--- src/rtl/flash_sp_pkg.sv ---
package flash_sp_pkg;

  typedef enum logic [2:0] {
    CMD_NONE = 3'd0,
    CMD_FILL = 3'd1,
    CMD_SECT = 3'd2,
    CMD_LOCK = 3'd3,
    CMD_PGWR = 3'd4,
    CMD_PGER = 3'd5,
    CMD_SIG  = 3'd6
  } sp_cmd_e;

  typedef struct packed {
    logic    ok;
    sp_cmd_e cmd;
  } sp_dec_t;

  // Map a register write value onto an armed command.
  function automatic sp_dec_t decode_wr(input logic [7:0] v);
    sp_dec_t d;
    d.ok  = 1'b1;
    d.cmd = CMD_NONE;
    case (v[4:0])
      5'h01:   d.cmd = v[5] ? CMD_SIG : CMD_FILL;
      5'h03:   d.cmd = CMD_PGER;
      5'h05:   d.cmd = CMD_PGWR;
      5'h09:   d.cmd = CMD_LOCK;
      5'h11:   d.cmd = CMD_SECT;
      default: d.ok  = 1'b0;
    endcase
    if (v[5] && v[4:0] != 5'h01) d.ok = 1'b0;
    return d;
  endfunction

endpackage

--- src/rtl/sp_cmd_decode.sv ---
module sp_cmd_decode
  import flash_sp_pkg::*;
(
  input  logic [7:0] wdata,
  output logic       valid,
  output sp_cmd_e    cmd
);
  sp_dec_t d;
  always_comb begin
    d     = decode_wr(wdata);
    valid = d.ok;
    cmd   = d.cmd;
  end
endmodule

--- src/rtl/sp_window_timer.sv ---
module sp_window_timer #(
  parameter int WIN    = 4,
  parameter int LD_WIN = 3
) (
  input  logic clk,
  input  logic rst_n,
  input  logic arm,
  input  logic consume,
  output logic active,
  output logic load_ok,
  output logic expire
);
  localparam int CW = $clog2(WIN + 1);
  localparam logic [CW-1:0] WIN_C = CW'(WIN);
  localparam logic [CW-1:0] LD_FLOOR = CW'(WIN - LD_WIN);

  logic [CW-1:0] cnt;

  always_ff @(posedge clk or negedge rst_n) begin
    if (!rst_n)             cnt <= '0;
    else if (arm)           cnt <= WIN_C;
    else if (consume)       cnt <= '0;
    else if (cnt != '0)     cnt <= cnt - 1'b1;
  end

  assign active  = (cnt != '0);
  assign load_ok = (cnt > LD_FLOOR);
  assign expire  = (cnt == CW'(1)) && !arm && !consume;

  AST_WINDOW_NO_GROW: assert property (@(posedge clk) disable iff (!rst_n)
    !arm |=> (cnt <= $past(cnt)));
endmodule

--- src/rtl/sp_load_mux.sv ---
module sp_load_mux (
  input  logic       special,
  input  logic       pick_sig,
  input  logic       z0,
  input  logic [7:0] flash_rdata,
  input  logic [7:0] lock_bits,
  input  logic [7:0] fuse_bits,
  input  logic [7:0] sig_byte,
  output logic [7:0] ld_data
);
  always_comb begin
    if (!special)      ld_data = flash_rdata;
    else if (pick_sig) ld_data = sig_byte;
    else if (z0)       ld_data = fuse_bits;
    else               ld_data = lock_bits;
  end
endmodule

--- src/rtl/flash_selfprog_ctrl.sv ---
module flash_selfprog_ctrl
  import flash_sp_pkg::*;
#(
  parameter int ZW          = 16,
  parameter int DW          = 16,
  parameter int PG_WORDS_LG = 5,
  parameter int WIN         = 4,
  parameter int LD_WIN      = 3,
  localparam int WORD_AW    = PG_WORDS_LG,
  localparam int PAGE_AW    = ZW - 1 - PG_WORDS_LG
) (
  input  logic               clk,
  input  logic               rst_n,
  input  logic               reg_we,
  input  logic [7:0]         reg_wdata,
  output logic [7:0]         reg_rdata,
  input  logic               gie,
  input  logic               ee_busy,
  input  logic               cpu_store,
  input  logic               cpu_load,
  input  logic [ZW-1:0]      z_ptr,
  input  logic [DW-1:0]      st_data,
  input  logic [7:0]         flash_rdata,
  input  logic [7:0]         lock_bits,
  input  logic [7:0]         fuse_bits,
  input  logic [7:0]         sig_byte,
  output logic [7:0]         ld_data,
  output logic               buf_we,
  output logic [WORD_AW-1:0] buf_addr,
  output logic [DW-1:0]      buf_wdata,
  output logic               buf_clr,
  output logic               fl_erase_start,
  output logic               fl_write_start,
  output logic [PAGE_AW-1:0] fl_page,
  input  logic               fl_done,
  output logic               cpu_halt,
  output logic               rdy_irq
);

  function automatic logic [WORD_AW-1:0] word_of(input logic [ZW-1:0] z);
    return z[WORD_AW:1];
  endfunction

  function automatic logic [PAGE_AW-1:0] page_of(input logic [ZW-1:0] z);
    return z[ZW-1:WORD_AW+1];
  endfunction

  sp_cmd_e cmd_q, dec_cmd;
  logic    dec_ok, irq_en_q, busy_q, filled_q;
  logic    win_active, win_load_ok, win_expire;

  // Named internal events
  logic wr_take, st_take, st_consume, fill_evt, op_evt, op_done;

  sp_cmd_decode u_dec (.wdata(reg_wdata), .valid(dec_ok), .cmd(dec_cmd));

  assign wr_take    = reg_we && dec_ok && !busy_q;
  // A store in the same cycle as a register write is dropped.
  assign st_take    = cpu_store && win_active && !reg_we && !busy_q;
  assign st_consume = st_take && (cmd_q != CMD_SIG);
  assign fill_evt   = st_take && (cmd_q == CMD_FILL);
  assign op_evt     = st_take && (cmd_q == CMD_PGWR || cmd_q == CMD_PGER);
  assign op_done    = busy_q && fl_done;

  sp_window_timer #(.WIN(WIN), .LD_WIN(LD_WIN)) u_win (
    .clk(clk), .rst_n(rst_n), .arm(wr_take), .consume(st_consume),
    .active(win_active), .load_ok(win_load_ok), .expire(win_expire)
  );

  always_ff @(posedge clk or negedge rst_n) begin
    if (!rst_n) begin
      cmd_q          <= CMD_NONE;
      irq_en_q       <= 1'b0;
      busy_q         <= 1'b0;
      filled_q       <= 1'b0;
      fl_erase_start <= 1'b0;
      fl_write_start <= 1'b0;
      fl_page        <= '0;
    end else begin
      fl_erase_start <= 1'b0;
      fl_write_start <= 1'b0;
      if (reg_we) irq_en_q <= reg_wdata[7];
      if (wr_take) begin
        cmd_q <= dec_cmd;
        if (buf_clr) filled_q <= 1'b0;
      end else if (op_done) begin
        if (cmd_q == CMD_PGWR) filled_q <= 1'b0;
        cmd_q  <= CMD_NONE;
        busy_q <= 1'b0;
      end else if (op_evt) begin
        busy_q         <= 1'b1;
        fl_page        <= page_of(z_ptr);
        fl_erase_start <= (cmd_q == CMD_PGER);
        fl_write_start <= (cmd_q == CMD_PGWR);
      end else if (st_consume) begin
        if (fill_evt) filled_q <= 1'b1;
        cmd_q <= CMD_NONE;
      end else if (win_expire) begin
        cmd_q <= CMD_NONE;
      end
    end
  end

  assign buf_we    = fill_evt;
  assign buf_addr  = word_of(z_ptr);
  assign buf_wdata = st_data;
  assign buf_clr   = wr_take && (dec_cmd == CMD_SECT) && filled_q;
  assign cpu_halt  = busy_q;

  logic enable_bit;
  assign enable_bit = (cmd_q != CMD_NONE);
  assign reg_rdata  = {irq_en_q, 1'b0, cmd_q == CMD_SIG, cmd_q == CMD_SECT,
                       cmd_q == CMD_LOCK, cmd_q == CMD_PGWR, cmd_q == CMD_PGER,
                       enable_bit};
  assign rdy_irq    = irq_en_q && gie && !enable_bit && !ee_busy;

  sp_load_mux u_ld (
    .special(cpu_load && win_load_ok && (cmd_q == CMD_LOCK || cmd_q == CMD_SIG)),
    .pick_sig(cmd_q == CMD_SIG), .z0(z_ptr[0]),
    .flash_rdata(flash_rdata), .lock_bits(lock_bits), .fuse_bits(fuse_bits),
    .sig_byte(sig_byte), .ld_data(ld_data)
  );

  AST_BUSY_BIT_ZERO: assert property (@(posedge clk) disable iff (!rst_n)
    reg_rdata[6] == 1'b0);
  AST_HALT_KEEPS_EN: assert property (@(posedge clk) disable iff (!rst_n)
    cpu_halt |-> reg_rdata[0]);
  AST_START_ONEHOT: assert property (@(posedge clk) disable iff (!rst_n)
    $onehot0({fl_erase_start, fl_write_start, buf_we}));
  AST_START_HALTS: assert property (@(posedge clk) disable iff (!rst_n)
    (fl_erase_start || fl_write_start) |-> cpu_halt);
  AST_IRQ_QUIET: assert property (@(posedge clk) disable iff (!rst_n)
    rdy_irq |-> (!ee_busy && !cpu_halt && !reg_rdata[0]));
  AST_FILL_CLEARS: assert property (@(posedge clk) disable iff (!rst_n)
    (buf_we && !reg_we) |=> !reg_rdata[0] || $past(reg_we));
  AST_BAD_WRITE_HOLDS: assert property (@(posedge clk) disable iff (!rst_n)
    (reg_we && !dec_ok && !busy_q && !win_active) |=> $stable(reg_rdata[5:0]));
endmodule

--- config.mk ---
export PLATFORM = sky130hd
export DESIGN_NAME = flash_selfprog_ctrl
export DESIGN_NICKNAME = d
export VERILOG_FILES = /design/src/rtl/flash_sp_pkg.sv /design/src/rtl/sp_cmd_decode.sv /design/src/rtl/sp_window_timer.sv /design/src/rtl/sp_load_mux.sv /design/src/rtl/flash_selfprog_ctrl.sv
export SDC_FILE = /design/constraint.sdc
export NUM_CORES = 1
export LEC_CHECK = 0
export BUFFER_PORTS_ARGS = -buffer_cell sky130_fd_sc_hd__buf_2
export CORE_MARGIN = 2
export CORE_UTILIZATION = 35
export CTS_CLUSTER_SIZE = 28
export DETAILED_ROUTE_END_ITERATION = 7
export MAX_ROUTING_LAYER = met4
export PLACE_DENSITY_LB_ADDON = 0.1
export SYNTH_ARGS = -nofsm -noshare
export SYNTH_HDL_FRONTEND = slang
export SYNTH_SLANG_ARGS = --single-unit
--- constraint.sdc ---
create_clock -name clk -period 2 [get_ports clk]
set_clock_uncertainty 0.1 [all_clocks]
set_input_delay 0.3 -clock clk [delete_from_list [all_inputs] [get_ports clk]]
set_output_delay 0.3 -clock clk [all_outputs]
set_load 0.05 [all_outputs]
; Yosys cells after proc, flatten, opt, wreduce, memory -nomap -nowiden
; Index checks and enable logic that the tools add are counted.
; Widths: inputs -> output; s select.
[totals]
regBits = 21
input_bits = 80
output_inout_bits = 53
elab_cells = 99
[op_classes]
add_sub_neg = 1
magnitude_cmp = 1
n_eq_ne = 18
muxes = 30
bitwise_logic = 2
n_reduce_logical = 39
[ops]
columns = op, count
row1 = $mux 3, 9
row2 = $mux 8, 3
row3 = $logic_and 1x1->1, 19
row4 = $mux 1, 17
row5 = $pmux 3 s5, 1
row6 = $reduce_bool 3->1, 5
row7 = $eq 3x2->1 const B, 3
row8 = $eq 3x3->1 const B, 3
row9 = $eq 3x1->1 const B, 2
row10 = $logic_not 1->1, 6
row11 = $eq 5x1->1 const B, 1
row12 = $eq 5x2->1 const B, 1
row13 = $eq 5x3->1 const B, 1
row14 = $eq 5x4->1 const B, 1
row15 = $eq 5x5->1 const B, 1
row16 = $ne 5x1->1 const B, 1
row17 = $reduce_and 5->1, 1
row18 = $reduce_or 5->1, 1
row19 = $reduce_and 2->1, 2
row20 = $reduce_bool 4->1, 1
row21 = $gt 3x1->1 const B, 1
row22 = $ne 3x1->1 const B, 1
row23 = $ne 3x2->1 const B, 1
row24 = $ne 3x3->1 const B, 1
row25 = other kinds (6), 8

; Depth between registers and ports, before layout
[depth]
depth_word = 14
ltp_mapped = 7
mapped_depth_nobuf = 6

; Hierarchy
; From an unflattened synthesis, not the netlist that was laid out.
[hier_totals]
hier_cells = 165
area_unflattened_um2 = 1705.4
[modules_own_cells]
columns = mod, n_inst, cells_per_inst, area_each_um2, seq_area_each_um2
row1 = flash_selfprog_ctrl, 1, 95, 1061.0, 450.4
row2 = sp_load_mux, 1, 37, 325.3, 0.0
row3 = sp_window_timer, 1, 21, 224.0, 75.1
row4 = sp_cmd_decode, 1, 12, 95.1, 0.0

; Worst setup path after synthesis
; Ideal clock, no wire load.
[synth_timing]
path_type = register -> output
from = reg cmd_q[2]
to = out ld_data[0]
arrival_time_ns = 2.607
t_required_ns = 1.600
path_slack_ns = -1.007
stages_incl_launch_ff = 5
n_path_buf = 1
path_cell_list = dfrtp_1 -> and3b_1 -> o221ai_1 -> buf_2 -> o21ai_0
[synth_via]
elab_chain_cells = 4
word_cells_on_any_way = 6
classes_between = 2 x eq/ne / 2 x mux / 2 x reduce/logical
[synth_lines]
columns = element, line_no
row1 = from (decl), flash_selfprog_ctrl.sv:48  ; sp_cmd_e cmd_q, dec_cmd;
row2 = from (signal assigned), flash_selfprog_ctrl.sv:84  ; cmd_q <= dec_cmd;
row3 = $eq 3x2->1, -
row4 = net reg_rdata[3], flash_selfprog_ctrl.sv:16  ; output logic [7:0] reg_rdata,
row5 = $logic_or 1x1->1, flash_selfprog_ctrl.sv:118  ; .special(cpu_load && win_load_ok && (cmd_q == CMD_LOCK || cmd_q == CMD_SIG)),
row6 = $logic_and 1x1->1, flash_selfprog_ctrl.sv:118
row7 = $mux 8, sp_load_mux.sv:12  ; if (!special) ld_data = flash_rdata;
row8 = to (decl), flash_selfprog_ctrl.sv:27  ; output logic [7:0] ld_data,
; The timed path passes the listed nets, and every way through them passes these cells.

; Final worst setup path
[layout_timing]
from = reg u_win.cnt[0]
to = out ld_data[0]
[layout_via]
elab_chain_cells = 4
[layout_lines]
columns = element, line_no
row1 = from (decl), sp_window_timer.sv:17  ; logic [CW-1:0] cnt;
row2 = from (signal assigned), sp_window_timer.sv:23  ; else if (cnt != '0) cnt <= cnt - 1'b1;
row3 = $gt 3x1->1, sp_window_timer.sv:27  ; assign load_ok = (cnt > LD_FLOOR);
row4 = $logic_and 1x1->1 (2 in a row), flash_selfprog_ctrl.sv:118
row5 = $mux 8, sp_load_mux.sv:12
; Every way passes these cells.

==> out/metrics.csv <==
stage,metric,value,unit
layout,number of nets in the layout,347,
drt,First DRT Iteration DRCs,34,
setup_path,startpoint of the worst-slack reg-to-reg timing path,u_win.cnt[1]$_DFFE_PN0P_,
synth,flip-flop and latch count after synthesis,21,
floorplanning,Cell Rows,24,
drt,number of remaining DRC errors,0,
floorplanning,number of top-level pins,133,
drt,via count,1537,
clock_tree,CTS Root Cell,clkbuf_8,
synth,most used flip-flop cell after synthesis,dfrtp_1,
sta,final hold viol count,0,
grt,number of global-route vias before repair,1526,
power,register share of total power,0.292,
drt,antenna-violating nets left,0,
grt,first-pass GRT wire length,6830,µm
layout,"count of placed standard cells in the final layout, fillers left out",315,
drt,total met2 wirelength after detailed routing,2010,µm
layout,Filler cells,409,
place,Post-Place Cells,303,
clock_tree,clock latency reported for the late side of the worst-skew pair,0.26,ns
status,status,"complete, but fails checks",
clock_tree,TritonCTS clock tree,yes,
grt,pin count of the biggest net entering global routing,22,
power,power share of the clock group,0.140,
grt,number of antenna violations at the first check in global routing,0,
drt,total wire length after detailed routing,4090,µm
flow_run,Max-Cap Viols,0,
drt,routed length on met1,1680,µm
clock_tree,clock slew at reported path FFs,0.08,ns
sta,final worst hold slack,0.159,ns
status,violated checks,setup timing,
drt,routed len/inst,13.0,µm
place,number of port buffers,88,
setup_path,critical path arrival,1.74,ns
sta,Max Transition Viols Final,0,
floorplanning,starting density of the core,0.363,
floorplanning,Die ar.,5070,µm²
place,estimated wirelength of the detail-placed design,3150,µm
floorplanning,die extent in y,71.2,µm
clock_tree,CTS buffer count,3,
grt,overall track demand over capacity in global routing,0.170,
synth,Post-Syn Instances,180,
sta,slack of the critical path,-0.144,ns
synth,Synthesis Warnings,0,
power,portion of total power attributed to combinational logic,0.568,
hold_path,worst hold path type,input port to flop,
drt,DR top layer,met4,
synth,post-synthesis area per instance,8.78,µm²
drt,Detail Route met3 WL,297,µm
power,Switching Share,0.418,
synth,Synth Net Count,263,
synth,Post-synth EDFFs,0,
synth,distinct cell type count after synthesis,40,
floorplanning,Chip Width,71.2,µm
sta,unrepaired setup endpoints after global routing,yes,
drt,via/cell ratio,4.88,
power,power density over the cells,829,nW/µm²
clock_tree,CTS H-tree lvls,1,
synth,share of synthesized area occupied by flip-flops and latches,0.333,
clock_tree,buffer depth of the longest clock path,2,
grt,grt ovf,0,
power,leakage power,1.24,nW
setup_path,kind of launch point of the worst setup path,flop,
layout,number of antenna cells inserted,0,
hold_path,startpoint of the tightest hold check path,fl_done,
synth,post-synthesis instance area,1580,µm²
clock_tree,total clock sinks,21,
layout,"commonest non-fill, non-tap cell in the layout",buf_2,
place,Final GP Congestion,0.743,
setup_path,"Data required, critical path",1.60,ns
layout,area delta synth->final,53.4,%
synth,Async SR Flop Fraction,1.00,
drt,router iterations before antenna repair,4,
power,internal power contribution,0.00117,W
layout,most frequent cells in the layout,"buf_2, dfrtp_1, buf_4, nor2_1",
setup_path,beginning of the critical path,u_win.cnt[0]$_DFFE_PN0P_,
sta,final cycle utilization of the critical path,1.07,
setup_path,nature of the critical path endpoint,output port,
power,net switching power,0.000840,W
sta,Final Critical Period,2.14,ns
setup_path,type of the worst setup path,flop to output port,
setup_path,critical-path maximum fanout,8,
power,VDD IR-drop max,0.384,mV
layout,fraction of final layout cells with drive strength greater than 1,0.608,
sta,highest clock frequency the design can meet,466,MHz
sta,final number of setup-violating endpoints,8,
floorplanning,core footprint,4350,µm²
-- metrics by stage --
stage          TNS (ns)  instance area (µm²)  setup WS (ns)  power (W)   util
2_1_floorplan    -0.424                 1720         -0.191    0.00134      -
3_3_place_gp          0                 2120         0.0362    0.00154  0.486
3_5_place_dp          0                 2120         0.0123    0.00154  0.486
4_1_cts           -1.50                 2360         -0.193    0.00195  0.543
5_1_grt           -1.58                 2420         -0.217    0.00216  0.557
6_report          -1.02                 2420         -0.144    0.00201  0.557
-- final timing paths --
check	end	slack (ns)	cells past startpoint
setup / recovery	ld_data[0]	-0.14	6
hold reg to reg	fl_page[8]$_DFFE_PN0P_	0.40	1
max in group asynchronous	u_win.cnt[0]$_DFFE_PN0P_	1.03	2
setup reg to reg	fl_page[4]$_DFFE_PN0P_	0.09	9
hold / removal	cpu_halt$_DFFE_PN0P_	0.16	2
min in group asynchronous	cpu_halt$_DFFE_PN0P_	0.43	2
-- cell type report --
class	count	area, µm²	area share
Clock buffer	3	41.3	0.0170
Tap cell	52	65.1	0.0268
Sequential cell	21	527	0.217
Timing Repair Buffer	112	742	0.306
Clock inverter	1	5.00	0.00207
Inverter	7	26.3	0.0108
Multi-Input combinational cell	119	1020	0.420
-- power by group through the flow --
stage               sequential (W)  combinational [W]  clock, W
floorplan                 0.000759           0.000583         0
global placement          0.000583           0.000955         0
detailed placement        0.000586           0.000953         0
CTS                       0.000585            0.00108  0.000290
global route              0.000601            0.00124  0.000311
finish                    0.000587            0.00114  0.000280
-- per-layer routing --
metal | global-route usage | vias up
met5 | - | -
met4 | 0.0545 | 0
met3 | 0.0328 | 16
met2 | 0.285 | 68
met1 | 0.204 | 685
li1 | - | 768
-- kinds of logic (layout without fill, tap and decap cells) --
logic type	count (synthesis)	after routing	share of synthesized area
multiplexers	19	19	0.129
AND/OR/NAND/NOR	59	59	0.180
flip-flops	21	21	0.333
AO/OA/AOI/OAI	35	35	0.150
other	1	1	0.00237
buffers and inverters	40	123	0.170
adder cells (fa/ha/maj)	4	4	0.0309
XOR/XNOR	1	1	0.00554
-- synthesized netlist by cell type, drive strengths merged, types with 2 or more instances --
| master | n | area [µm²] |
|---|---|---|
| clkbuf | 2 | 7.51 |
| a21oi | 9 | 45.0 |
| o21ai | 11 | 55.1 |
| nand3 | 3 | 15.0 |
| mux2 | 11 | 124 |
| inv | 7 | 26.3 |
| mux2i | 8 | 80.1 |
| nor3 | 5 | 25.0 |
| nand2 | 16 | 60.1 |
| o2bb2ai | 2 | 17.5 |
| dfrtp | 21 | 526 |
| and3 | 3 | 18.8 |
| o211ai | 2 | 15.0 |
| buf | 31 | 235 |
| ha | 3 | 37.5 |
| and3b | 2 | 17.5 |
| or3 | 3 | 18.8 |
| nor2b | 2 | 12.5 |
| nor2 | 19 | 73.8 |
| a2111o | 3 | 33.8 |
-- state kept, by name, indices dropped and copies added (netlist names) --
| register | flops |
|---|---|
| fl_write_start | 1 |
| filled_q | 1 |
| cpu_halt | 1 |
| fl_page | 10 |
| fl_erase_start | 1 |
| u_win.cnt | 3 |
| cmd_q | 3 |
| irq_en_q | 1 |
-- critical path: stages, from the launching register on --
cell,delay (ns)
dfrtp_2,0.45
ha_4,0.17
o21ba_4,0.22
o221ai_4,0.12
clkbuf_16,0.21
o21ai_2,0.15
buf_6,0.17
-- repair_timing --
action,CTS,global route
cloned,1,0
endpoints found under the setup margin,11,21
pin swaps,5,11
setup buffers,3,4
gates resized for setup,41,11
hold endpoints to repair,21,0
hold buffers,1,0
Note: power is estimated with default switching activity, not from simulation.
